File: src/rtl/mfc_pkg.sv
package mfc_pkg;

  // Strobes from the sequencer to the datapath and pins.
  typedef struct packed {
    logic ceN;
    logic advN;
    logic oeN;
    logic weN;
    logic busOe;
    logic selHi;
    logic selData;
    logic load;
    logic capture;
    logic fullMode;
  } mfc_strobe_t;

  typedef enum logic [2:0] {
    ST_IDLE,
    ST_ADDR,
    ST_HOLD,
    ST_RD,
    ST_WR,
    ST_WRH,
    ST_END
  } mfc_state_t;

endpackage

File: src/rtl/mfc_ctrl.sv
module mfc_ctrl
  import mfc_pkg::*;
#(
  parameter int ADV_CYC = 2,
  parameter int GAP_CYC = 2,
  parameter int RD_CYC  = 3,
  parameter int WE_CYC  = 2
) (
  input  logic        clk,
  input  logic        rstN,
  input  logic        modeFull,
  input  logic        reqValid,
  input  logic        reqWrite,
  output logic        reqReady,
  output logic        rspValid,
  output mfc_strobe_t stb
);

  localparam int MAX_AB = (ADV_CYC > GAP_CYC) ? ADV_CYC : GAP_CYC;
  localparam int MAX_CD = (RD_CYC > WE_CYC) ? RD_CYC : WE_CYC;
  localparam int MAX_C  = (MAX_AB > MAX_CD) ? MAX_AB : MAX_CD;
  localparam int CNT_W  = $clog2(MAX_C + 1);

  localparam logic [CNT_W-1:0] ADV_LD = CNT_W'(ADV_CYC - 1);
  localparam logic [CNT_W-1:0] GAP_LD = CNT_W'(GAP_CYC - 1);
  localparam logic [CNT_W-1:0] RD_LD  = CNT_W'(RD_CYC - 1);
  localparam logic [CNT_W-1:0] WE_LD  = CNT_W'(WE_CYC - 1);

  mfc_state_t       state;
  logic [CNT_W-1:0] cnt;
  logic             hiPhase;
  logic             isWrite;
  logic             fullQ;
  logic             cntDone;

  assign cntDone = (cnt == '0);

  always_ff @(posedge clk) begin
    if (!rstN) begin
      fullQ   <= modeFull;
      state   <= ST_IDLE;
      cnt     <= '0;
      hiPhase <= 1'b0;
      isWrite <= 1'b0;
    end else begin
      case (state)
        ST_IDLE: if (reqValid) begin
          state   <= ST_ADDR;
          hiPhase <= fullQ;
          isWrite <= reqWrite;
          cnt     <= ADV_LD;
        end
        ST_ADDR: if (cntDone) begin
          state <= ST_HOLD;
          cnt   <= hiPhase ? '0 : GAP_LD;
        end else cnt <= cnt - 1'b1;
        ST_HOLD: if (cntDone) begin
          if (hiPhase) begin
            hiPhase <= 1'b0;
            state   <= ST_ADDR;
            cnt     <= ADV_LD;
          end else if (isWrite) begin
            state <= ST_WR;
            cnt   <= WE_LD;
          end else begin
            state <= ST_RD;
            cnt   <= RD_LD;
          end
        end else cnt <= cnt - 1'b1;
        ST_RD: if (cntDone) state <= ST_END;
               else cnt <= cnt - 1'b1;
        ST_WR: if (cntDone) state <= ST_WRH;
               else cnt <= cnt - 1'b1;
        ST_WRH: state <= ST_END;
        default: state <= ST_IDLE;
      endcase
    end
  end

  always_comb begin
    stb.ceN      = (state == ST_IDLE) || (state == ST_END);
    stb.advN     = (state != ST_ADDR);
    stb.oeN      = (state != ST_RD);
    stb.weN      = (state != ST_WR);
    stb.busOe    = (state == ST_ADDR) || (state == ST_HOLD) ||
                   (state == ST_WR) || (state == ST_WRH);
    stb.selHi    = hiPhase;
    stb.selData  = (state == ST_WR) || (state == ST_WRH);
    stb.load     = (state == ST_IDLE) && reqValid;
    stb.capture  = (state == ST_RD) && cntDone;
    stb.fullMode = fullQ;
  end

  assign reqReady = (state == ST_IDLE);
  assign rspValid = (state == ST_END);

endmodule

File: src/rtl/mfc_datapath.sv
module mfc_datapath
  import mfc_pkg::*;
#(
  parameter int ADDR_W = 24,
  parameter int BUS_W  = 16
) (
  input  logic                    clk,
  input  logic                    rstN,
  input  mfc_strobe_t             stb,
  input  logic [ADDR_W-1:0]       reqAddr,
  input  logic [BUS_W-1:0]        reqWdata,
  input  logic [BUS_W-1:0]        busIn,
  output logic [BUS_W-1:0]        busOut,
  output logic [ADDR_W-BUS_W-1:0] addrHi,
  output logic [BUS_W-1:0]        rdata
);

  localparam int HI_W = ADDR_W - BUS_W;

  logic [ADDR_W-1:0] addrReg;
  logic [BUS_W-1:0]  wdReg;
  logic [BUS_W-1:0]  hiWord;

  always_ff @(posedge clk) begin
    if (!rstN) begin
      addrReg <= '0;
      wdReg   <= '0;
      rdata   <= '0;
    end else begin
      if (stb.load) begin
        addrReg <= reqAddr;
        wdReg   <= reqWdata;
      end
      if (stb.capture) rdata <= busIn;
    end
  end

  assign hiWord = BUS_W'(addrReg[ADDR_W-1:BUS_W]);

  always_comb begin
    if (stb.selData)    busOut = wdReg;
    else if (stb.selHi) busOut = hiWord;
    else                busOut = addrReg[BUS_W-1:0];
  end

  assign addrHi = stb.fullMode ? {HI_W{1'b0}} : addrReg[ADDR_W-1:BUS_W];

endmodule

File: src/rtl/mux_flash_ctrl.sv
module mux_flash_ctrl
  import mfc_pkg::*;
#(
  parameter int ADDR_W  = 24,
  parameter int ADV_CYC = 2,
  parameter int GAP_CYC = 2,
  parameter int RD_CYC  = 3,
  parameter int WE_CYC  = 2
) (
  input  logic              clk,
  input  logic              rstN,
  input  logic              modeFull,
  input  logic              reqValid,
  output logic              reqReady,
  input  logic              reqWrite,
  input  logic [ADDR_W-1:0] reqAddr,
  input  logic [15:0]       reqWdata,
  output logic              rspValid,
  output logic [15:0]       rspRdata,
  output logic [15:0]       flashAdqOut,
  output logic              flashAdqOe,
  input  logic [15:0]       flashAdqIn,
  output logic [ADDR_W-17:0] flashAddrHi,
  output logic              flashAdvN,
  output logic              flashCeN,
  output logic              flashOeN,
  output logic              flashWeN
);

  mfc_strobe_t stb;

  mfc_ctrl #(
    .ADV_CYC(ADV_CYC), .GAP_CYC(GAP_CYC), .RD_CYC(RD_CYC), .WE_CYC(WE_CYC)
  ) u_ctrl (
    .clk(clk), .rstN(rstN), .modeFull(modeFull), .reqValid(reqValid),
    .reqWrite(reqWrite), .reqReady(reqReady), .rspValid(rspValid), .stb(stb)
  );

  mfc_datapath #(.ADDR_W(ADDR_W), .BUS_W(16)) u_dp (
    .clk(clk), .rstN(rstN), .stb(stb), .reqAddr(reqAddr),
    .reqWdata(reqWdata), .busIn(flashAdqIn), .busOut(flashAdqOut),
    .addrHi(flashAddrHi), .rdata(rspRdata)
  );

  assign flashAdqOe = stb.busOe;
  assign flashAdvN  = stb.advN;
  assign flashCeN   = stb.ceN;
  assign flashOeN   = stb.oeN;
  assign flashWeN   = stb.weN;

endmodule

File: config.mk
export PLATFORM = sky130hd
export DESIGN_NAME = mux_flash_ctrl
export DESIGN_NICKNAME = d
export VERILOG_FILES = /design/src/rtl/mfc_pkg.sv /design/src/rtl/mfc_ctrl.sv /design/src/rtl/mfc_datapath.sv /design/src/rtl/mux_flash_ctrl.sv
export SDC_FILE = /design/constraint.sdc
export NUM_CORES = 1
export LEC_CHECK = 0
export BUFFER_PORTS_ARGS = -buffer_cell sky130_fd_sc_hd__buf_2
export CAP_MARGIN = 20
export CORE_ASPECT_RATIO = 0.75
export CORE_MARGIN = 2
export CORE_UTILIZATION = 30
export DETAILED_ROUTE_END_ITERATION = 6
export GPL_TIMING_DRIVEN = 0
export SYNTH_ARGS = -nofsm -noshare
export SYNTH_HDL_FRONTEND = slang
export SYNTH_SLANG_ARGS = --single-unit
File: constraint.sdc
create_clock -name clk -period 1.7 [get_ports clk]
set_input_delay 0.255 -clock clk [delete_from_list [all_inputs] [get_ports clk]]
set_output_delay 0.255 -clock clk [all_outputs]
set_load 0.05 [all_outputs]
# After elaboration in Yosys (flattened, before gate mapping)
# Cells that the tools add are included.
word_totals:
  regBits: 64
  in_bits: 61
op_classes:
  n_addsub: 1
  eq_ne: 15
  n_mux: 22
  reduce_logical: 16
ops:
  columns: ["operator", "n"]
  rows:
  - ["$mux 16", 2]
  - ["$mux 3", 7]
  - ["$pmux 3 s6", 1]
  - ["$mux 2", 6]
  - ["$eq 3x3->1 const B", 3]
  - ["$mux 8", 1]
  - ["$ne 2x1->1 const B", 4]
  - ["$pmux 2 s4", 1]
  - ["$eq 3x2->1 const B", 2]
  - ["$reduce_and 3->1", 2]
  - ["$logic_or 1x1->1", 5]
  - ["$reduce_and 5->1", 1]
  - ["$ne 2x2->1 const B", 2]
  - ["$reduce_bool 4->1", 1]
  - ["$eq 3x1->1 const B", 1]
  - ["$logic_not 3->1", 1]
  - ["$mux 1", 3]
  - ["$ne 3x1->1 const B", 1]
  - ["$ne 3x2->1 const B", 1]
  - ["$ne 3x3->1 const B", 1]
  - ["$logic_and 1x1->1", 2]
  - ["$logic_not 2->1", 1]
  - ["$pmux 1 s2", 1]
  - ["$reduce_and 2->1", 1]
  - ["other kinds (3)", 3]

# Longest topological paths before layout
# Gate-level depths: netlist (run 1).
logic_depth:
  word_depth: 4
  mapped_depth: 7

# Cells and area by module
# From an unflattened synthesis (run 1), not the netlist that was laid out.
unflattened:
  hier_cells: 321
  hier_area_um2: 3164.3
by_module_without_submodules:
  columns: ["module", "instances", "cells_per_inst", "area_per_inst_um2"]
  rows:
  - ["mfc_datapath", 1, 241, 2529.9]
  - ["mfc_ctrl", 1, 80, 634.4]

# Worst setup path after synthesis (run 1)
# Ideal clock, no wire load.
synth_path:
  path_type: "register to output"
  startpoint: "reg u_ctrl.state[1]"
  endpoint: "out flashAdqOut[2]"
  arrival_time_ns: 1.875
  required_time_ns: 1.445
  setup_slack_ns: -0.430
  stages_incl_launch_ff: 5
  n_path_buf: 2
  cell_sequence: "dfxtp_1 -> nor2b_1 -> clkbuf_1 -> clkbuf_1 -> o21ai_0"
synth_between:
  elab_chain_cells: 3
  word_cells_on_any_way: 4
  classes_between: "eq/ne: 2; mux: 1; reduce/logical: 1"
synth_lines:
  columns: ["item", "line_no", "source"]
  rows:
  - ["start: declaration", "mfc_ctrl.sv:29", "mfc_state_t state;"]
  - ["start signal: assignment", "mfc_ctrl.sv:41", "state <= ST_IDLE;"]
  - ["start signal: assignment", "mfc_ctrl.sv:48", "state <= ST_ADDR;"]
  - ["start signal: assignment", "mfc_ctrl.sv:54", "state <= ST_HOLD;"]
  - ["$eq 3x3->1", "mfc_ctrl.sv:88", "stb.selData = (state == ST_WR) || (state == ST_WRH);"]
  - ["$logic_or 1x1->1 (*)", "mfc_ctrl.sv:88", null]
  - ["$mux 16 (*)", "mfc_datapath.sv:41", "if (stb.selData) busOut = wdReg;"]
  - ["end: declaration", "mux_flash_ctrl.sv:20", "output logic [15:0] flashAdqOut,"]
# Every way passes the cells marked *; elsewhere a longest branch is shown, timed or not.

# Final worst setup path (run 1)
layout_path:
  startpoint: "reg u_ctrl.state[2]"
  endpoint: "out flashAdqOut[14]"
# The elaborated chain is that of the path after synthesis.

==> flow_metrics.py, run 1 <==
metrics = {
    "critical_path": {
        "crit_path_top_delay_cell": "dfxtp_2",
        "required_ns": 1.44,
        "cp-start-kind": "register",
        "r2r_start": "u_ctrl.cnt[0]$_SDFFE_PN0P_",
        "cp_num_buf_inv": 3,
        "crit_start": "u_ctrl.state[2]$_SDFFE_PN0P_",
        "worstPathArrival_ns": 1.45,
        "max_stage_delay_ns": 0.33,
        "worstPathCellList": "nor2b_4 -> buf_8 -> clkbuf_16 -> nand2_2 -> o21ai_4 -> buf_6",
        "cp-end-kind": "output pin",
        "crit_type": "register to output pin",
        "critical_path.max_fanout": 8,
        "cp_top_family": "buffers and inverters",
    },
    "die": {
        "die_w_um": 118.1,
        "num_rows": 31,
        "initial_core_util_pct": 30.60,
        "die_y_um": 89.61,
        "core_area_um2": 9580,
        "io_pins": 108,
        "die-area_um2": 10590,
    },
    "power_and_ir_drop": {
        "power_leakage_nw": 1.877,
        "power_density_nw_per_um2": 1330,
        "fin_total_pwr_mw": 5.919,
        "max-vdd-ir-drop_v": 0.0005997,
    },
    "sta": {
        "hold_violations": 0,
        "tightest_slew_ns": 0.6285,
        "setup_viol": 1,
        "drv_slew": 0,
        "finalClockSkew_ns": 0.005776,
        "fin_crit_sh_pct": 100.1,
        "rsz0062_at_grt": "true",
        "layout_min_cycle_time_ns": 1.702,
        "layout_setup_ws_ns": -0.001616,
        "fin_setup_tns_ns": -0.001616,
        "slew-limit-headroom_pct": 58.10,
        "max_clock_freq_mhz": 587.7,
        "whs_ns": 0.1019,
    },
    "global_route": {
        "antenna_found_initial": 0,
        "grtUsageTotal_pct": 17.02,
        "grt_max_degree": 17,
        "grt-ovfl-total": 0,
        "grt_first_pass_wirelength_um": 13880,
        "grt_pass1_vias": 2779,
    },
    "route": {
        "via_per_inst": 4.668,
        "drt-total-wl_um": 9232,
        "drc": 0,
        "drt_iter0_drc": 135,
        "wl_per_cell_um": 14.25,
        "ant_nets": 0,
        "vias": 3025,
        "first_pass_iters": 5,
    },
    "logic_synthesis": {
        "syn_inst": 390,
        "netlist_area_um2": 2932,
        "avgSynthCellArea_um2": 7.517,
        "yosys.area.top_type": "dfxtp_1",
        "yosys_warnings": 0,
        "muxShareOfSynthArea_pct": 3.073,
        "synth_top_family_by_area": "simple AND/OR/NAND/NOR gates",
        "synth_compound_area_share_pct": 17.07,
        "seq_area_frac_synth_pct": 44.05,
        "synth_fa_ha_area_share_pct": 0.8536,
        "syn-num-nets": 453,
        "yosys.area_share.simple_pct": 27.44,
        "ys_ff_latch": 64,
        "synth-xor-area-share_pct": 0.5975,
        "netlist-cell-type-count": 36,
        "synth.area.top_cells": "dfxtp_1 43%, nand2_1 18%, a21oi_1 11%, o21ai_0 3.2%, mux2i_1 3.1%",
        "synth_top_area_share_pct": 43.02,
    },
    "finish": {
        "area_delta_synth_final_pct": 51.86,
        "antenna_cells": 0,
        "final_nets": 574,
        "final_common_cell": "nand2_1",
        "layout_common_cells": "123 x nand2_1, 90 x buf_2, 62 x a21oi_1",
        "design_area_um2": 4452,
        "n_fill_cell": 954,
        "final_core_util_pct": 46.47,
        "post_route_cells_drive_above_1_share_pct": 37.60,
    },
    "cts": {
        "cts.path.max_buffers": 2,
        "cts_root_buf": "clkbuf_16",
        "insertion_delay_ns": 0.33,
        "cts_buffers": 9,
        "cts_sinks": 64,
        "h-tree-depth": 3,
        "cts.clk_slew.worst_paths_ns": 0.05,
        "cts_tree": "built",
        "hold_buffers": 0,
    },
    "status": {
        "status": "complete, but fails checks",
        "violations": "negative setup slack",
    },
    "placement": {
        "gp_congestion": 0.8207,
        "place_area_um2": 3649,
        "dpl.hpwl_um": 6253,
        "portBuffers": 107,
    },
    "run": {
        "maxCapViolCount": 0,
    },
    "min_path": {
        "min_path_type": "primary input to register",
        "hold_start": "modeFull",
    },
}
## cells in the mapped netlist
cell type and instances:
buf_4 5, o31ai_1 1, ha_1 2, clkbuf_1 15, o21ai_0 19, o22ai_1 2, nor3b_1 1, nand2b_1 11
xnor2_1 2, dfxtp_1 63, inv_2 1, a21oi_2 1, a31o_1 1, a211oi_1 3, nand2_2 2, nor3_1 5
or2_1 1, nor3_4 2, nand2_1 137, edfxtp_1 1, and3_1 1, a2111oi_0 1, buf_2 3, nor4_1 1
and2_1 1, mux2i_1 9, nor2_1 7, a32o_1 1, inv_1 6, nand3_1 2, a21boi_0 1, o221ai_1 1
buf_6 6, nor2b_1 12, a21oi_1 62, and2_2 1
## cell type report
type                    instances  area (um2)  area share [%]
flip-flops and latches         64        1295           29.09
inverters                       7       26.28          0.5902
multi-input cells             290        1690           37.97
repair buffers                111       703.2           15.80
clock buffers                  13       250.2           5.621
well taps                     132       165.2           3.710
clock inverters                 3       65.06           1.461
plain buffers                  28       256.5           5.762
## state kept, by name (all words and copies together) (netlist names)
register / count
u_ctrl.isWrite: 1
u_ctrl.cnt: 2
u_dp.addrReg: 24
u_dp.wdReg: 16
u_ctrl.fullQ: 1
u_ctrl.hiPhase: 1
u_ctrl.state: 3
u_dp.rdata: 16
## where the power goes
part           switching [mW]  total (mW)  internal, mW
sequential              0.133        1.82          1.68
clock                   0.655        1.98          1.32
combinational            1.34        2.13         0.785
total                    2.13        5.92          3.79
## metal layers
metal | part of all wire (%) | track usage (%) | wire [um] | up-vias
met3 | 7.3 | 6.881 | 678 | 11
li1 | - | - | - | 1528
met5 | 0 | 0 | 0 | -
met1 | 46 | 21.59 | 4252 | 1378
met2 | 45 | 26.69 | 4181 | 108
met4 | 1.3 | 5.586 | 120 | 0
## path summary, 6_finish.rpt
path	endpoint	slack (ns)	depth (start not counted)
hold / removal	u_ctrl.fullQ$_DFFE_PN_	0.10	1
hold reg to reg	u_dp.rdata[2]$_SDFFE_PN0P_	0.45	2
setup reg to reg	u_ctrl.cnt[1]$_SDFFE_PN0P_	0.16	6
setup / recovery	flashAdqOut[14]	-0.002	6
## kinds of logic after synthesis
group,count (synthesis)
xor gates and xnor gates,2
DFF,64
buffers and inverters,36
AOI/OAI and AO/OA,93
adders and majority gates,2
and+or+nand+nor,184
muxes,9
## what timing repair did
| action | CTS | global route |
|---|---|---|
| cloned | 2 | 0 |
| endpoints found under the setup margin | 22 | 26 |
| gates resized for setup | 79 | 58 |
| setup buffers | 1 | 1 |
| pin swaps | 0 | 5 |
## metrics by stage
step | cells | setup slack [ns]
2_1_floorplan | 390 | -0.4024
3_3_place_gp | 629 | -0.3044
3_5_place_dp | 629 | -0.3336
4_1_cts | 647 | -0.05444
5_1_grt | 648 | -0.05310
6_report | 648 | -0.001616
Note: power is estimated with default switching activity, not from simulation.
==> inputs of run 2 (changes only) <==
GPL_TIMING_DRIVEN = 1   (was 0)
==> flow_metrics.py, run 2 (synthesis results as in run 1) <==
metrics = {
    "status": {
        "status": "finished clean",
    },
    "cts": {
        "cts_tree": "built",
        "h-tree-depth": 3,
        "cts.clk_slew.worst_paths_ns": 0.06,
        "cts_root_buf": "clkbuf_16",
        "insertion_delay_ns": 0.33,
        "cts_sinks": 64,
        "cts.path.max_buffers": 2,
        "hold_buffers": 0,
        "cts_buffers": 9,
    },
    "finish": {
        "n_fill_cell": 988,
        "seq_area_um2": 1301,
        "regMostFlops": "u_dp.addrReg",
        "final_nets": 563,
        "area_delta_synth_final_pct": 44.13,
        "final_core_util_pct": 44.10,
        "layout_common_cells": "136 x nand2_1, 87 x buf_2, 62 x a21oi_1",
        "design_area_um2": 4225,
        "final_common_cell": "nand2_1",
        "antenna_cells": 0,
        "post_route_cells_drive_above_1_share_pct": 35.05,
        "fin_cells": 637,
        "largestRegisters": "u_dp.addrReg (24), u_dp.rdata (16), u_dp.wdReg (16)",
        "largest_reg_flops": 24,
        "multi_input_area_um2": 1546,
    },
    "die": {
        "die_w_um": 118.1,
        "die_y_um": 89.61,
        "initial_core_util_pct": 30.60,
        "num_rows": 31,
        "io_pins": 108,
        "die-area_um2": 10590,
        "core_area_um2": 9580,
    },
    "sta": {
        "max_clock_freq_mhz": 592.1,
        "finalClockSkew_ns": 0.006484,
        "drv_slew": 0,
        "setup_viol": 0,
        "tightest_slew_ns": 0.4181,
        "slew-limit-headroom_pct": 72.09,
        "fin_crit_sh_pct": 99.34,
        "fin_setup_tns_ns": 0,
        "layout_setup_ws_ns": 0.01121,
        "hold_violations": 0,
        "layout_min_cycle_time_ns": 1.689,
        "rsz0062_at_grt": "true",
        "whs_ns": 0.1003,
    },
    "global_route": {
        "busiest_layer": "met2",
        "grt-ovfl-total": 0,
        "antenna_found_initial": 0,
        "use_met3_pct": 7.386,
        "use_met1_pct": 19.30,
        "grt_first_pass_wirelength_um": 12970,
        "grt_max_degree": 43,
        "grtUsageTotal_pct": 15.59,
        "grt_pass1_vias": 2711,
        "grt.met2_usage_pct": 24.28,
    },
    "route": {
        "ant_nets": 0,
        "first_pass_iters": 4,
        "drt_iter0_drc": 125,
        "wl_per_cell_um": 13.10,
        "via_per_inst": 4.683,
        "vias": 2983,
        "drc": 0,
        "drt-total-wl_um": 8344,
    },
    "power_and_ir_drop": {
        "power_leakage_nw": 1.759,
        "clkPwrFrac_pct": 32.8,
        "fin_total_pwr_mw": 5.604,
        "swShare_pct": 36.43,
        "power_density_nw_per_um2": 1326,
        "p_int_mw": 3.562,
        "max-vdd-ir-drop_v": 0.0005342,
        "pwr-share-comb_pct": 34.6,
        "p_switching_mw": 2.041,
        "seqPwrFrac_pct": 32.6,
    },
    "placement": {
        "gp_congestion": 0.8553,
        "place_ws_ns": 0.1163,
        "dpl.hpwl_um": 5602,
        "portBuffers": 107,
        "placed_cells": 616,
        "place_area_um2": 3620,
    },
    "critical_path": {
        "worst_path_most_repeated_cell": "buf_6",
        "cp-start-kind": "register",
        "crit_type": "register to output pin",
        "critical_path.max_fanout": 8,
        "max_stage_delay_ns": 0.32,
        "cp-end-kind": "output pin",
        "crit_path_top_delay_cell": "dfxtp_2",
        "required_ns": 1.44,
        "worstPathArrival_ns": 1.43,
        "cp_top_family": "buffers and inverters",
        "worstPathCellList": "nor2b_4 -> buf_12 -> buf_8 -> buf_6 -> o21ai_4 -> buf_6",
        "cp_num_buf_inv": 4,
    },
    "min_path": {
        "min_path_type": "primary input to register",
    },
    "run": {
        "maxCapViolCount": 0,
    },
}
run 2: changes by cell type in the layout (fill, tap and decap cells not counted), moves of 4 or more:
cell,previous run,this run
mux2i_1,4,8
buf_6,23,15
nand2_4,5,1
nand2_1,123,136
o21ai_4,7,1
clkbuf_1,13,1
buf_4,7,17
nand2_2,11,2
buf_8,6,2
run 2: worst register-to-register path: stages, from the launching register on:
cell	delay, ns
dfxtp_1	0.37
inv_1	0.06
ha_1	0.29
or2_1	0.27
a21oi_1	0.21
a211oi_1	0.10
a31o_1	0.20
run 2: layout make-up:
| cell class | count | share of cell area (%) |
|---|---|---|
| clock buffers | 11 | 5.745 |
| clock inverters | 5 | 1.333 |
| inverters | 7 | 0.6219 |
| repair buffers | 128 | 20.99 |
| multi-input cells | 290 | 36.60 |
| flip-flops and latches | 64 | 30.80 |
| well taps | 132 | 3.909 |
run 2: per-layer routing:
| layer | part of all wire (%) | vias up |
|---|---|---|
| met5 | 0 | - |
| met4 | 1.1 | 0 |
| met3 | 8.9 | 9 |
| met2 | 46 | 104 |
| met1 | 44 | 1366 |
| li1 | - | 1504 |
run 2: repair_timing:
item	in CTS	in global routing
pin swaps	0	1
gates resized for setup	29	55
endpoints found under the setup margin	22	22
buffers inserted	0	3
gates cloned	0	2
run 2: worst paths after layout:
| path | start | endpoint | slack (ns) | cells after the start |
|---|---|---|---|---|
| max | u_ctrl.state[2]$_SDFFE_PN0P_ | flashAdqOut[3] | 0.01 | 6 |
| min | modeFull | u_ctrl.fullQ$_DFFE_PN_ | 0.10 | 1 |
| max reg2reg | u_ctrl.cnt[0]$_SDFFE_PN0P_ | u_ctrl.cnt[1]$_SDFFE_PN0P_ | 0.09 | 6 |
| min reg2reg | u_dp.rdata[7]$_SDFFE_PN0P_ | u_dp.rdata[7]$_SDFFE_PN0P_ | 0.45 | 2 |
run 2: power groups by stage:
| stage | Combinational [mW] | Sequential (mW) | Clock (mW) |
|---|---|---|---|
| final | 1.94 | 1.82 | 1.84 |
| after global routing | 2.11 | 1.85 | 1.95 |
| after CTS | 1.81 | 1.82 | 1.88 |
| after detailed placement | 1.74 | 1.84 | 0 |
| after global placement | 1.73 | 1.83 | 0 |
| after floorplan | 1.32 | 1.84 | 0 |
==> inputs of run 3 (changes only) <==
MAX_ROUTING_LAYER = met4   (was default)
==> flow_metrics.py, run 3 (synthesis results as in run 1) <==
metrics = {
    "die": {
        "die_y_um": 89.61,
        "core_area_um2": 9580,
        "die_w_um": 118.1,
        "io_pins": 108,
        "die-area_um2": 10590,
        "num_rows": 31,
        "initial_core_util_pct": 30.60,
    },
    "critical_path": {
        "cp_num_buf_inv": 4,
        "worstPathCellList": "nor2b_4 -> buf_12 -> buf_8 -> buf_6 -> o21ai_4 -> buf_6",
        "cp-end-kind": "output pin",
        "cp-start-kind": "register",
        "required_ns": 1.44,
        "worstPathArrival_ns": 1.43,
        "crit_type": "register to output pin",
        "critical_path.max_fanout": 8,
        "max_stage_delay_ns": 0.32,
        "worst_path_most_repeated_cell": "buf_6",
        "crit_path_top_delay_cell": "dfxtp_2",
        "cp_top_family": "buffers and inverters",
    },
    "placement": {
        "place_ws_ns": 0.1163,
        "portBuffers": 107,
        "dpl.hpwl_um": 5602,
        "place_area_um2": 3620,
        "gp_congestion": 0.8689,
    },
    "finish": {
        "regMostFlops": "u_dp.addrReg",
        "largest_reg_flops": 24,
        "final_nets": 563,
        "largestRegisters": "u_dp.addrReg (24), u_dp.rdata (16), u_dp.wdReg (16)",
        "multi_input_area_um2": 1546,
        "post_route_cells_drive_above_1_share_pct": 35.05,
        "antenna_cells": 0,
        "final_common_cell": "nand2_1",
        "design_area_um2": 4225,
        "n_fill_cell": 988,
        "area_delta_synth_final_pct": 44.13,
        "layout_common_cells": "136 x nand2_1, 87 x buf_2, 62 x a21oi_1",
        "seq_area_um2": 1301,
    },
    "route": {
        "ant_nets": 0,
        "drt_iter0_drc": 132,
        "wl_met2_um": 3808,
        "first_pass_iters": 4,
        "drt-total-wl_um": 8402,
        "wl_met3_um": 702,
        "top_layer_used": "met4",
        "via_per_inst": 4.667,
        "wl_per_cell_um": 13.19,
        "met1_length_um": 3797,
        "drc": 0,
        "vias": 2973,
    },
    "cts": {
        "insertion_delay_ns": 0.32,
        "cts_sinks": 64,
        "h-tree-depth": 3,
        "cts.clk_slew.worst_paths_ns": 0.06,
        "cts_tree": "built",
        "cts_root_buf": "clkbuf_16",
        "cts_buffers": 9,
        "cts.path.max_buffers": 2,
        "hold_buffers": 0,
    },
    "global_route": {
        "antenna_found_initial": 0,
        "grt_pass1_vias": 2708,
        "grtUsageTotal_pct": 16.09,
        "grt_first_pass_wirelength_um": 12980,
        "grt_max_degree": 43,
        "grt-ovfl-total": 0,
    },
    "sta": {
        "drv_slew": 0,
        "layout_min_cycle_time_ns": 1.690,
        "hold_violations": 0,
        "slew-limit-headroom_pct": 70.92,
        "rsz0062_at_grt": "true",
        "tightest_slew_ns": 0.4356,
        "layout_setup_ws_ns": 0.01025,
        "fin_setup_tns_ns": 0,
        "fin_crit_sh_pct": 99.40,
        "max_clock_freq_mhz": 591.8,
        "finalClockSkew_ns": 0.006136,
        "setup_viol": 0,
    },
    "run": {
        "maxCapViolCount": 0,
    },
    "power_and_ir_drop": {
        "power_leakage_nw": 1.759,
        "max-vdd-ir-drop_v": 0.0005383,
        "power_density_nw_per_um2": 1328,
    },
    "status": {
        "status": "finished clean",
    },
    "min_path": {
        "min_path_type": "primary input to register",
    },
}
run 3: cell counts in the layout (fill, tap and decap cells not counted):
Identical to the previous run, type by type.
run 3: path summary, 6_finish.rpt:
kind / start / endpoint / cells past startpoint / slack (ns)
max: u_ctrl.state[2]$_SDFFE_PN0P_ / flashAdqOut[3] / 6 / 0.01
min: modeFull / u_ctrl.fullQ$_DFFE_PN_ / 1 / 0.10
max reg2reg: u_ctrl.cnt[0]$_SDFFE_PN0P_ / u_ctrl.cnt[1]$_SDFFE_PN0P_ / 6 / 0.08
min reg2reg: u_dp.rdata[7]$_SDFFE_PN0P_ / u_dp.rdata[7]$_SDFFE_PN0P_ / 2 / 0.45
run 3: timing repair:
action                                  CTS  global route
resized for setup                        29            55
pin swaps                                 0             1
cloned                                    0             2
setup buffers                             0             3
endpoints found under the setup margin   22            22
run 3: stage by stage:
step	util, %	power (mW)	hold slack, ns	std cells
5_1_grt	44.10	5.915	0.09478	637
6_report	44.10	5.611	0.1006	637
3_5_place_dp	37.78	3.582	0.4355	616
2_1_floorplan	-	3.165	0.3539	390
4_1_cts	41.61	5.501	0.08989	632
3_3_place_gp	37.78	3.554	0.4341	616
run 3: final cells by class:
type	instances	area share, %
multi-input cells	290	36.60
flip-flops and latches	64	30.80
repair buffers	128	20.99
clock buffers	11	5.745
well taps	132	3.909
clock inverters	5	1.333
inverters	7	0.6219
run 3: per-layer routing:
| layer | GRT usage [%] | vias to the layer above |
|---|---|---|
| met5 | - | - |
| met4 | 5.038 | 0 |
| met3 | 6.944 | 9 |
| met2 | 24.33 | 107 |
| met1 | 19.53 | 1354 |
| li1 | - | 1503 |
run 3: where the power goes:
part	total, mW	internal (mW)	switching (mW)	leakage [nW]
Sequential	1.82	1.69	0.138	0.527
Clock	1.84	1.17	0.669	0.145
Combinational	1.95	0.703	1.24	1.09
